`config.mk`:
```
export PLATFORM = sky130hd
export DESIGN_NAME = hilo_mac_unit
export DESIGN_NICKNAME = d
export VERILOG_FILES = /design/src/rtl/hilo_mac_pkg.sv /design/src/rtl/hilo_mac_ctrl.sv /design/src/rtl/hilo_mac_dpath.sv /design/src/rtl/hilo_mac_unit.sv
export SDC_FILE = /design/constraint.sdc
export NUM_CORES = 2
export LEC_CHECK = 0
export ABC_CLOCK_PERIOD_IN_PS = 6740
export CAP_MARGIN = 10
export CORE_MARGIN = 2
export CORE_UTILIZATION = 40
export DETAILED_ROUTE_END_ITERATION = 10
export GPL_TIMING_DRIVEN = 0
export SLEW_MARGIN = 20
export SYNTH_ARGS = -nofsm -noshare
export SYNTH_HDL_FRONTEND = slang
export SYNTH_SLANG_ARGS = --single-unit
```
`constraint.sdc`:
```
create_clock -name clk -period 6.74 [get_ports clk]
set_clock_uncertainty 0.1 [all_clocks]
set_input_delay 1.348 -clock clk [delete_from_list [all_inputs] [get_ports clk]]
set_output_delay 1.348 -clock clk [all_outputs]
set_load 0.02 [all_outputs]
```
`src/rtl/hilo_mac_pkg.sv`:
```
package hilo_mac_pkg;

  // accumulator update chosen by opCode[1:0]
  typedef enum logic [1:0] {
    ARITH_SET = 2'b00,
    ARITH_ADD = 2'b01,
    ARITH_SUB = 2'b10,
    ARITH_NEG = 2'b11
  } arith_e;

  // result word chosen by opCode[3:2]
  typedef enum logic [1:0] {
    RES_NONE = 2'b00,
    RES_LO   = 2'b01,
    RES_HI   = 2'b10,
    RES_RSVD = 2'b11
  } resSel_e;

  // control-to-datapath strobes
  typedef struct packed {
    logic load;    // latch operands and opcode
    logic step;    // one shift-add iteration
    logic commit;  // write new accumulator and result
  } macStrobe_t;

endpackage

```
`src/rtl/hilo_mac_ctrl.sv`:
```
module hilo_mac_ctrl
  import hilo_mac_pkg::*;
#(
  parameter int NCHUNK = 8
) (
  input  logic       clk,
  input  logic       rstN,
  input  logic       start,
  output logic       busy,
  output logic       done,
  output macStrobe_t strb
);

  localparam int CNT_W = (NCHUNK > 1) ? $clog2(NCHUNK) : 1;
  localparam logic [CNT_W-1:0] LAST = CNT_W'(NCHUNK - 1);

  typedef enum logic [1:0] {ST_IDLE, ST_RUN, ST_FIN} ctrlState_e;

  ctrlState_e state;
  logic [CNT_W-1:0] stepCnt;

  always_comb begin
    strb.load   = start && (state == ST_IDLE);
    strb.step   = (state == ST_RUN);
    strb.commit = (state == ST_FIN);
  end

  assign busy = (state != ST_IDLE);

  always_ff @(posedge clk) begin
    if (!rstN) begin
      state   <= ST_IDLE;
      stepCnt <= '0;
      done    <= 1'b0;
    end else begin
      done <= strb.commit;
      case (state)
        ST_IDLE: begin
          stepCnt <= '0;
          if (strb.load) state <= ST_RUN;
        end
        ST_RUN: begin
          if (stepCnt == LAST) begin
            state   <= ST_FIN;
            stepCnt <= '0;
          end else begin
            stepCnt <= stepCnt + 1'b1;
          end
        end
        ST_FIN:  state <= ST_IDLE;
        default: state <= ST_IDLE;
      endcase
    end
  end

  // completion pulse lasts one cycle
  a_r6_done_single: assert property (@(posedge clk) disable iff (!rstN)
    done |=> !done);

  // done appears exactly when busy has just dropped
  a_r6_done_after_busy: assert property (@(posedge clk) disable iff (!rstN)
    done |-> (!busy && $past(busy)));

endmodule

```
`src/rtl/hilo_mac_dpath.sv`:
```
module hilo_mac_dpath
  import hilo_mac_pkg::*;
#(
  parameter int DATA_W = 32,
  parameter int REG_W  = 64,
  parameter int STEP_W = 8
) (
  input  logic              clk,
  input  logic              rstN,
  input  macStrobe_t        strb,
  input  logic              busy,
  input  logic [3:0]        opCode,
  input  logic              isUnsigned,
  input  logic [DATA_W-1:0] opA,
  input  logic [DATA_W-1:0] opB,
  input  logic              hiWe,
  input  logic              loWe,
  input  logic [DATA_W-1:0] wrData,
  input  logic              rdHi,
  output logic [REG_W-1:0]  rdData,
  output logic              resWe,
  output logic [REG_W-1:0]  resData
);

  localparam int ACC_W = 2 * DATA_W;

  logic [DATA_W-1:0] hiReg, loReg;
  logic [ACC_W-1:0]  aSh, bSh, prod, partial, accNow, accNew;
  arith_e            kindR;
  resSel_e           selR;
  logic              resIsHi;
  logic              wrOk;

  assign wrOk   = !busy;
  assign accNow = {hiReg, loReg};

  // partial product for one iteration; single-bit steps need no multiplier
  generate
    if (STEP_W == 1) begin : g_bit_step
      assign partial = bSh[0] ? aSh : '0;
    end else begin : g_chunk_step
      assign partial = aSh * ACC_W'(bSh[STEP_W-1:0]);
    end
  endgenerate

  always_comb begin
    case (kindR)
      ARITH_SET: accNew = prod;
      ARITH_ADD: accNew = accNow + prod;
      ARITH_SUB: accNew = accNow - prod;
      default:   accNew = '0 - prod;
    endcase
  end

  // operand registers and iterative product
  always_ff @(posedge clk) begin
    if (!rstN) begin
      aSh   <= '0;
      bSh   <= '0;
      prod  <= '0;
      kindR <= ARITH_SET;
      selR  <= RES_NONE;
    end else if (strb.load) begin
      aSh   <= isUnsigned ? ACC_W'(opA) : ACC_W'($signed(opA));
      bSh   <= isUnsigned ? ACC_W'(opB) : ACC_W'($signed(opB));
      prod  <= '0;
      kindR <= arith_e'(opCode[1:0]);
      selR  <= resSel_e'(opCode[3:2]);
    end else if (strb.step) begin
      prod <= prod + partial;
      aSh  <= aSh << STEP_W;
      bSh  <= bSh >> STEP_W;
    end
  end

  // accumulator halves
  always_ff @(posedge clk) begin
    if (!rstN) begin
      hiReg <= '0;
      loReg <= '0;
    end else if (strb.commit) begin
      hiReg <= accNew[ACC_W-1:DATA_W];
      loReg <= accNew[DATA_W-1:0];
    end else begin
      if (hiWe && wrOk) hiReg <= wrData;
      if (loWe && wrOk) loReg <= wrData;
    end
  end

  // result write-back port
  always_ff @(posedge clk) begin
    if (!rstN) begin
      resWe   <= 1'b0;
      resData <= '0;
      resIsHi <= 1'b0;
    end else begin
      resWe   <= 1'b0;
      resData <= '0;
      resIsHi <= 1'b0;
      if (strb.commit) begin
        if (selR == RES_LO) begin
          resWe   <= 1'b1;
          resData <= REG_W'($signed(accNew[DATA_W-1:0]));
        end else if (selR == RES_HI) begin
          resWe   <= 1'b1;
          resIsHi <= 1'b1;
          resData <= REG_W'($signed(accNew[ACC_W-1:DATA_W]));
        end
      end
    end
  end

  assign rdData = rdHi ? REG_W'($signed(hiReg)) : REG_W'($signed(loReg));

  // while busy, only the commit may change the accumulator
  a_r8_hold_while_busy: assert property (@(posedge clk) disable iff (!rstN)
    (busy && !strb.commit) |=> ($stable(hiReg) && $stable(loReg)));

  // a returned HI word agrees with the HI register
  a_r4_res_hi_match: assert property (@(posedge clk) disable iff (!rstN)
    (resWe && resIsHi) |-> (resData[DATA_W-1:0] == hiReg));

  // a returned LO word agrees with the LO register
  a_r4_res_lo_match: assert property (@(posedge clk) disable iff (!rstN)
    (resWe && !resIsHi) |-> (resData[DATA_W-1:0] == loReg));

  // no returned word means a quiet result port
  a_r4_res_quiet: assert property (@(posedge clk) disable iff (!rstN)
    !resWe |-> (resData == '0));

endmodule

```
`src/rtl/hilo_mac_unit.sv`:
```
module hilo_mac_unit
  import hilo_mac_pkg::*;
#(
  parameter int DATA_W = 32,
  parameter int REG_W  = 64,
  parameter int STEP_W = 8
) (
  input  logic              clk,
  input  logic              rstN,
  input  logic              start,
  input  logic [3:0]        opCode,
  input  logic              isUnsigned,
  input  logic [DATA_W-1:0] opA,
  input  logic [DATA_W-1:0] opB,
  output logic              busy,
  output logic              done,
  output logic              resWe,
  output logic [REG_W-1:0]  resData,
  input  logic              hiWe,
  input  logic              loWe,
  input  logic [DATA_W-1:0] wrData,
  input  logic              rdReq,
  input  logic              rdHi,
  output logic [REG_W-1:0]  rdData,
  output logic              rdStall
);

  localparam int NCHUNK = (2 * DATA_W) / STEP_W;

  macStrobe_t strb;

  hilo_mac_ctrl #(.NCHUNK(NCHUNK)) ctrl_i (
    .clk   (clk),
    .rstN  (rstN),
    .start (start),
    .busy  (busy),
    .done  (done),
    .strb  (strb)
  );

  hilo_mac_dpath #(.DATA_W(DATA_W), .REG_W(REG_W), .STEP_W(STEP_W)) dpath_i (
    .clk        (clk),
    .rstN       (rstN),
    .strb       (strb),
    .busy       (busy),
    .opCode     (opCode),
    .isUnsigned (isUnsigned),
    .opA        (opA),
    .opB        (opB),
    .hiWe       (hiWe),
    .loWe       (loWe),
    .wrData     (wrData),
    .rdHi       (rdHi),
    .rdData     (rdData),
    .resWe      (resWe),
    .resData    (resData)
  );

  assign rdStall = rdReq && busy;

endmodule

```
Word-level counts from Yosys, hierarchy flattened

Cells that the tools add are included.

Input port bits: 108
Logic and storage cells: 64
Output and inout bits: 132
Register bits: 331

Equality and inequality tests: 9
Bitwise gates (word level): 1
Multipliers: 1
$add $sub $neg: 5
Reduce and logical (&&, ||, !) cells: 15
Multiplexer cells: 21

Operator list:

| operator                | count |
|---|---|
| $mux W64                | 9 |
| $pmux W64 S3            | 1 |
| $add A64 B64 Y64        | 2 |
| $mux W32                | 4 |
| $mul A64 B8 Y64         | 1 |
| $sub A1 B64 Y64 const A | 1 |
| $sub A64 B64 Y64        | 1 |
| $reduce_bool A2 Y1      | 5 |
| $eq A2 B1 Y1 const B    | 3 |
| $eq A2 B2 Y1 const B    | 3 |
| $pmux W3 S2             | 1 |
| $logic_and A1 B1 Y1     | 4 |
| $logic_not A2 Y1        | 2 |
| $mux W2                 | 2 |
| $pmux W2 S2             | 1 |
| $reduce_and A2 Y1       | 2 |
| $add A3 B1 Y3 const B   | 1 |
| $eq A3 B3 Y1 const B    | 1 |
| $mux W3                 | 1 |
| $mux W1                 | 2 |
| $ne A2 B1 Y1 const B    | 1 |
| $ne A2 B2 Y1 const B    | 1 |
| $reduce_or A2 Y1        | 1 |
| $logic_not A1 Y1        | 1 |
| $not A1 Y1              | 1 |

Longest topological paths before layout

Depth in word-level cells: 5
Mapped depth: 24

Modules after synthesis

A second synthesis with hierarchy kept.

Cells, all modules: 4304
Area total of the unflattened synthesis: 35111.2 µm²

Modules (own cells, without submodules):

| module         | cells each | times used | area each (µm²) |
|---|---|---|---|
| hilo_mac_dpath | 4274       | 1          | 34833.4 |
| hilo_mac_ctrl  | 29         | 1          | 271.5 |
| hilo_mac_unit  | 1          | 1          | 6.3 |

Least setup slack after synthesis

Ideal clock, no wire load.

Path type: register to register
From: register dpath_i.bSh[0]
To: register dpath_i.prod[58]
Required time: 6534 ps
Slack: 902 ps
Period minus slack after synthesis: 5838 ps
Setup time: 106 ps
Data arrival time: 5632 ps
Cell stages (with the launch flop): 24
Path through: dfxtp_1 > clkbuf_1 > clkbuf_1 > nand2_1 > fa_1 > inv_1 > fa_1 > fa_1 > inv_1 > fa_1 > inv_1 > ha_1 > clkbuf_1 > a21o_1 > a21oi_1 > o21ai_0 > a41o_1 > a21oi_1 > o21ai_1 > a31o_2 > a31o_2 > a31o_2 > or4_1 > o311ai_0

Longest elaborated chain between the ends: 2

Ends and longest elaborated chain:

| element                | line                 | source |
|---|---|---|
| start, declared        | hilo_mac_dpath.sv:28 | `logic [ACC_W-1:0] aSh, bSh, prod, partial, accNow, accNew;` |
| start signal, assigned | hilo_mac_dpath.sv:65 | `bSh <= isUnsigned ? ACC_W'(opB) : ACC_W'($signed(opB));` |
| start signal, assigned | hilo_mac_dpath.sv:72 | `bSh <= bSh >> STEP_W;` |
| $mul A64 B8 Y64        | hilo_mac_dpath.sv:42 | `assign partial = aSh * ACC_W'(bSh[STEP_W-1:0]);` |
| $add A64 B64 Y64       | hilo_mac_dpath.sv:70 | `prod <= prod + partial;` |
| end signal, assigned   | hilo_mac_dpath.sv:70 |  |
| end, declared          | hilo_mac_dpath.sv:28 |  |

Every way passes these cells.
A chain may end at the register's enable or synchronous reset.

Worst setup path after layout

From: register dpath_i.bSh[3]
To: register dpath_i.prod[43]

Same word-level chain as after synthesis.

==> run_results.csv <==
group,metric,value,unit
logic_synthesis,synth_cell_types,96,
clock_network,clkSinkCount,271,
logic_synthesis,yosysWarnings,0,
grt,grt_pass1_wl,212,mm
placement,io_buffers,238,
critical_path,cp-start-kind,"flip-flop",
clock_network,cts_hold_buffers,0,
critical_path,arrival,6.94,ns
critical_path,critPathSlowestCell,"dfxtp_1",
critical_path,r2r-end,"dpath_i.prod[43]$_SDFFE_PP0P_",
power,power_leakage,17.8,nW
critical_path,path_buf_inv,2,
timing,setup_violations,0,
logic_synthesis,syn_inst,4414,
grt,grt_max_degree,34,
timing,relSlewSlack,20.9,%
floorplanning,rows,108,
outcome,outcome,"finished, final reports clean",
timing,hold_viol_final,0,
clock_network,h-tree-depth,2,
grt,grt_pass1_vias,32200,
grt,grt.overflow.total,0,
floorplanning,num_io_pins,240,
job,maxCapViolCount,0,
critical_path,crit_type,"reg -> reg",
timing,min_period_over_period,97.7,%
critical_path,timing.critical_path.mode_cell,"fa_1",
timing,setup_ws,0.157,ns
logic_synthesis,syn_area,34800,sq um
layout,layout-drive-gt1-share,5.52,%
worst_hold_path,min_to,"dpath_i.bSh[9]$_SDFFE_PN0P_",
clock_network,cts.path.max_buffers,3,
clock_network,cts_tree,"yes",
grt,grt.total_usage,31.6,%
power,ir_drop,0.175,mV
floorplanning,die-height,299,um
layout,fin_util,46.3,%
floorplanning,die_w,299,um
clock_network,path_clk_slew,0.06,ns
critical_path,reg2reg_from,"dpath_i.bSh[3]$_SDFFE_PN0P_",
timing,fmax,152,MHz
clock_network,clk_latency,0.59,ns
floorplanning,start_util,40.2,%
detailed_routing,num_vias,33000,
worst_hold_path,whs_path_depth,2,
logic_synthesis,syn-num-nets,5077,
clock_network,cts_made_buffers,35,
logic_synthesis,synth_top_cell_area_share,23.7,%
logic_synthesis,synth_top_area_cell,"fa_1",
detailed_routing,drtIter0Drc,3081,
critical_path,worst_ep_required_time,7.10,ns
critical_path,critPathMaxFanout,10,
detailed_routing,wirelength,144,mm
logic_synthesis,ys_async_sr_fraction,0,%
detailed_routing,viasPerCell,5.62,
placement,gp_congestion,1.04,
timing,rsz0062_at_grt,"true",
placement,pre_cts_ws,-0.901,ns
critical_path,cp_top_family,"adder cells",
critical_path,worstPathCellList,"buf_2, nand2_1, fa_1, fa_1, inv_1, fa_1, fa_1, ha_1, o211ai_1, a21oi_1, o32a_1, o2111ai_1, a2111o_1, nand3_1, a22oi_1, o21a_1, o41ai_2, xnor2_1, o21ai_0",
logic_synthesis,synth-seq-area-share,15.6,%
worst_hold_path,min_from,"dpath_i.bSh[9]$_SDFFE_PN0P_",
critical_path,slowest_delay,0.66,ns
detailed_routing,dr.pass1.iters,7,
logic_synthesis,synth-main-ff-cell,"dfxtp_1",
grt,antenna_found_initial,3,
detailed_routing,drc,0,
power,power.total,8.37,mW
layout,fillers,8735,
timing,tightestPinTransition,1.19,ns
floorplanning,die-area,89300,sq um
power,p_per_area,209,nW/um^2
timing,slew_violations,0,
logic_synthesis,syn_avg_cell_area,7.87,sq um
critical_path,end_kind,"flip-flop",
clock_network,clockRootBuffer,"clkbuf_16",
worst_hold_path,hp-class,"reg -> reg",
logic_synthesis,synth_edf_count,0,
layout,area_delta_synth_final,15.2,%
floorplanning,core_area,86500,sq um
logic_synthesis,ys_seq_elements,271,
critical_path,ff2ff_path_depth,19,
logic_synthesis,yosys-top-cells-area,"fa_1 24%, dfxtp_1 16%, and2_1 6.4%",
timing,fin_crit,6.58,ns
placement,dp.final_hpwl,118,mm
critical_path,rrSetupSlack,0.16,ns
detailed_routing,ant_nets,0,
detailed_routing,drt-wirelength-per-cell,24.5,um
layout,final_nets,5352,
## through the flow
| step | instance area, sq um | setup TNS, ns | hold WS [ns] | instances |
|---|---|---|---|---|
| 2_1_floorplan | 34800 | 0 | 0.331 | 4414 |
| 4_1_cts | 39900 | 0 | 0.353 | 5868 |
| 3_5_place_dp | 38600 | -21.27 | 0.346 | 5809 |
| 3_3_place_gp | 38600 | -21.64 | 0.341 | 5807 |
| 5_1_grt | 40000 | -0.0443 | 0.367 | 5867 |
| 6_report | 40000 | 0 | 0.352 | 5871 |
## synth_stat cells (7+ instances only)
master / number
fa_1: 411
clkbuf_1: 268
o21bai_1: 22
inv_1: 505
o21ai_0: 161
buf_2: 10
nand2_1: 512
nor2_1: 244
buf_1: 55
and3_1: 26
a21boi_0: 11
dfxtp_1: 271
a21oi_1: 383
nor2b_1: 18
a21o_1: 107
nor3_1: 72
a311oi_1: 7
o221ai_1: 8
a31oi_1: 23
o22ai_1: 35
xnor2_1: 143
a221oi_1: 36
nor4_1: 16
xor2_1: 43
mux2_2: 34
ha_1: 144
a211o_1: 8
o41ai_1: 8
and2_1: 354
nand3_1: 78
o211ai_1: 15
nand2b_1: 15
nand4_1: 41
a31o_2: 7
or4_1: 7
o31ai_1: 11
mux2i_1: 8
buf_4: 65
and4_1: 8
o21a_1: 17
a22oi_1: 59
a211oi_1: 44
## where the power goes
group          total (mW)  internal [mW]  leakage [nW]  switching, mW
registers            1.81           1.69          2.22          0.110
clock network        2.01           1.19         0.574          0.821
logic                4.56           1.54          15.0           3.02
## timing repair
item,CTS,global route
setup buffers,1,0
gates cloned,0,0
pin swaps,1,0
hold endpoints to repair,0,0
setup endpoints to repair,55,47
resized for setup,35,59
## flip-flops by register name, summed over array words and instances (netlist names)
signal / flops
ctrl_i.done: 1
ctrl_i.state: 2
ctrl_i.stepCnt: 3
dpath_i.aSh: 64
dpath_i.bSh: 36
dpath_i.hiReg: 32
dpath_i.kindR: 2
dpath_i.loReg: 32
dpath_i.prod: 64
dpath_i.resData: 32
dpath_i.resWe: 1
dpath_i.selR: 2
## worst register-to-register path, delay by kind of cell (launching register included)
kind,cells,cell delay [ns]
AOI/OAI and AO/OA,9,2.28
buffers and inverters,2,0.55
adders and majority gates,5,2.36
xor gates and xnor gates,1,0.17
DFF,1,0.66
and+or+nand+nor,2,0.34
## cell families (layout without fill, tap and decap cells)
kind of cell             Yosys count  count (layout)  share of synthesized area (%)
multiplexers                      42              42                           1.33
adder cells (fa/ha/maj)          555             555                           28.9
AND/OR/NAND/NOR                 1430            1430                           20.3
XOR/XNOR                         187             187                           4.73
buffers and inverters            906            1204                           10.5
AO/OA/AOI/OAI                   1023            1023                           18.6
other                              0               4                              0
flip-flops                       271             271                           15.6
## area by class of cell
type	count	area [sq um]	area share [%]
flip-flops and latches	271	5430	13.6
plain buffers	396	1810	4.52
repair buffers	241	2400	5.99
multi-input cells	3237	25900	64.6
inverters	507	1900	4.75
clock inverters	10	194	0.484
diodes	4	10.0	0.0250
well taps	1155	1450	3.61
clock buffers	50	992	2.48
## placed cells by master (no fill, tap or decap), types with 15 or more instances in the layout
cell type / n
nand2_1: 512
inv_1: 505
fa_1: 411
a21oi_1: 381
and2_1: 354
dfxtp_1: 269
clkbuf_1: 248
nor2_1: 244
clkdlybuf4s50_1: 238
o21ai_0: 158
ha_1: 144
xnor2_1: 141
a21o_1: 107
nand3_1: 78
nor3_1: 69
buf_4: 66
a22oi_1: 59
buf_1: 53
xor2_1: 43
a211oi_1: 42
nand4_1: 41
o22ai_1: 35
clkbuf_16: 35
mux2_2: 34
a221oi_1: 31
and3_1: 26
a31oi_1: 21
o21bai_1: 21
nor2b_1: 18
o21a_1: 17
clkbuf_2: 16
buf_2: 15
nor4_1: 15
o211ai_1: 15
nand2b_1: 15
## layer usage
layer  global-route usage [%]  routed length (um)  up-vias
met1                     41.7               59300    16000
met2                     49.3               62700     1632
met3                     6.18               13000      360
met4                     16.0                8630        0
li1                         -                   -    15100
met5                        0                   0        -
## how the worst max path moves through the flow
stage	start	endpoint	slack [ns]	cells after the start
global placement	dpath_i.prod[1]$_SDFFE_PP0P_	dpath_i.resData[24]$_SDFF_PN0_	-0.90	22
floorplan	dpath_i.bSh[0]$_SDFFE_PN0P_	dpath_i.prod[58]$_SDFFE_PP0P_	0.90	23
global route	dpath_i.bSh[3]$_SDFFE_PN0P_	dpath_i.prod[60]$_SDFFE_PP0P_	-0.04	18
finish	dpath_i.bSh[3]$_SDFFE_PN0P_	dpath_i.prod[43]$_SDFFE_PP0P_	0.16	19
detailed placement	dpath_i.bSh[0]$_SDFFE_PN0P_	dpath_i.prod[41]$_SDFFE_PP0P_	-0.90	24
CTS	dpath_i.bSh[5]$_SDFFE_PN0P_	dpath_i.prod[43]$_SDFFE_PP0P_	0.002	20
Power figures use the tool's default switching activity.
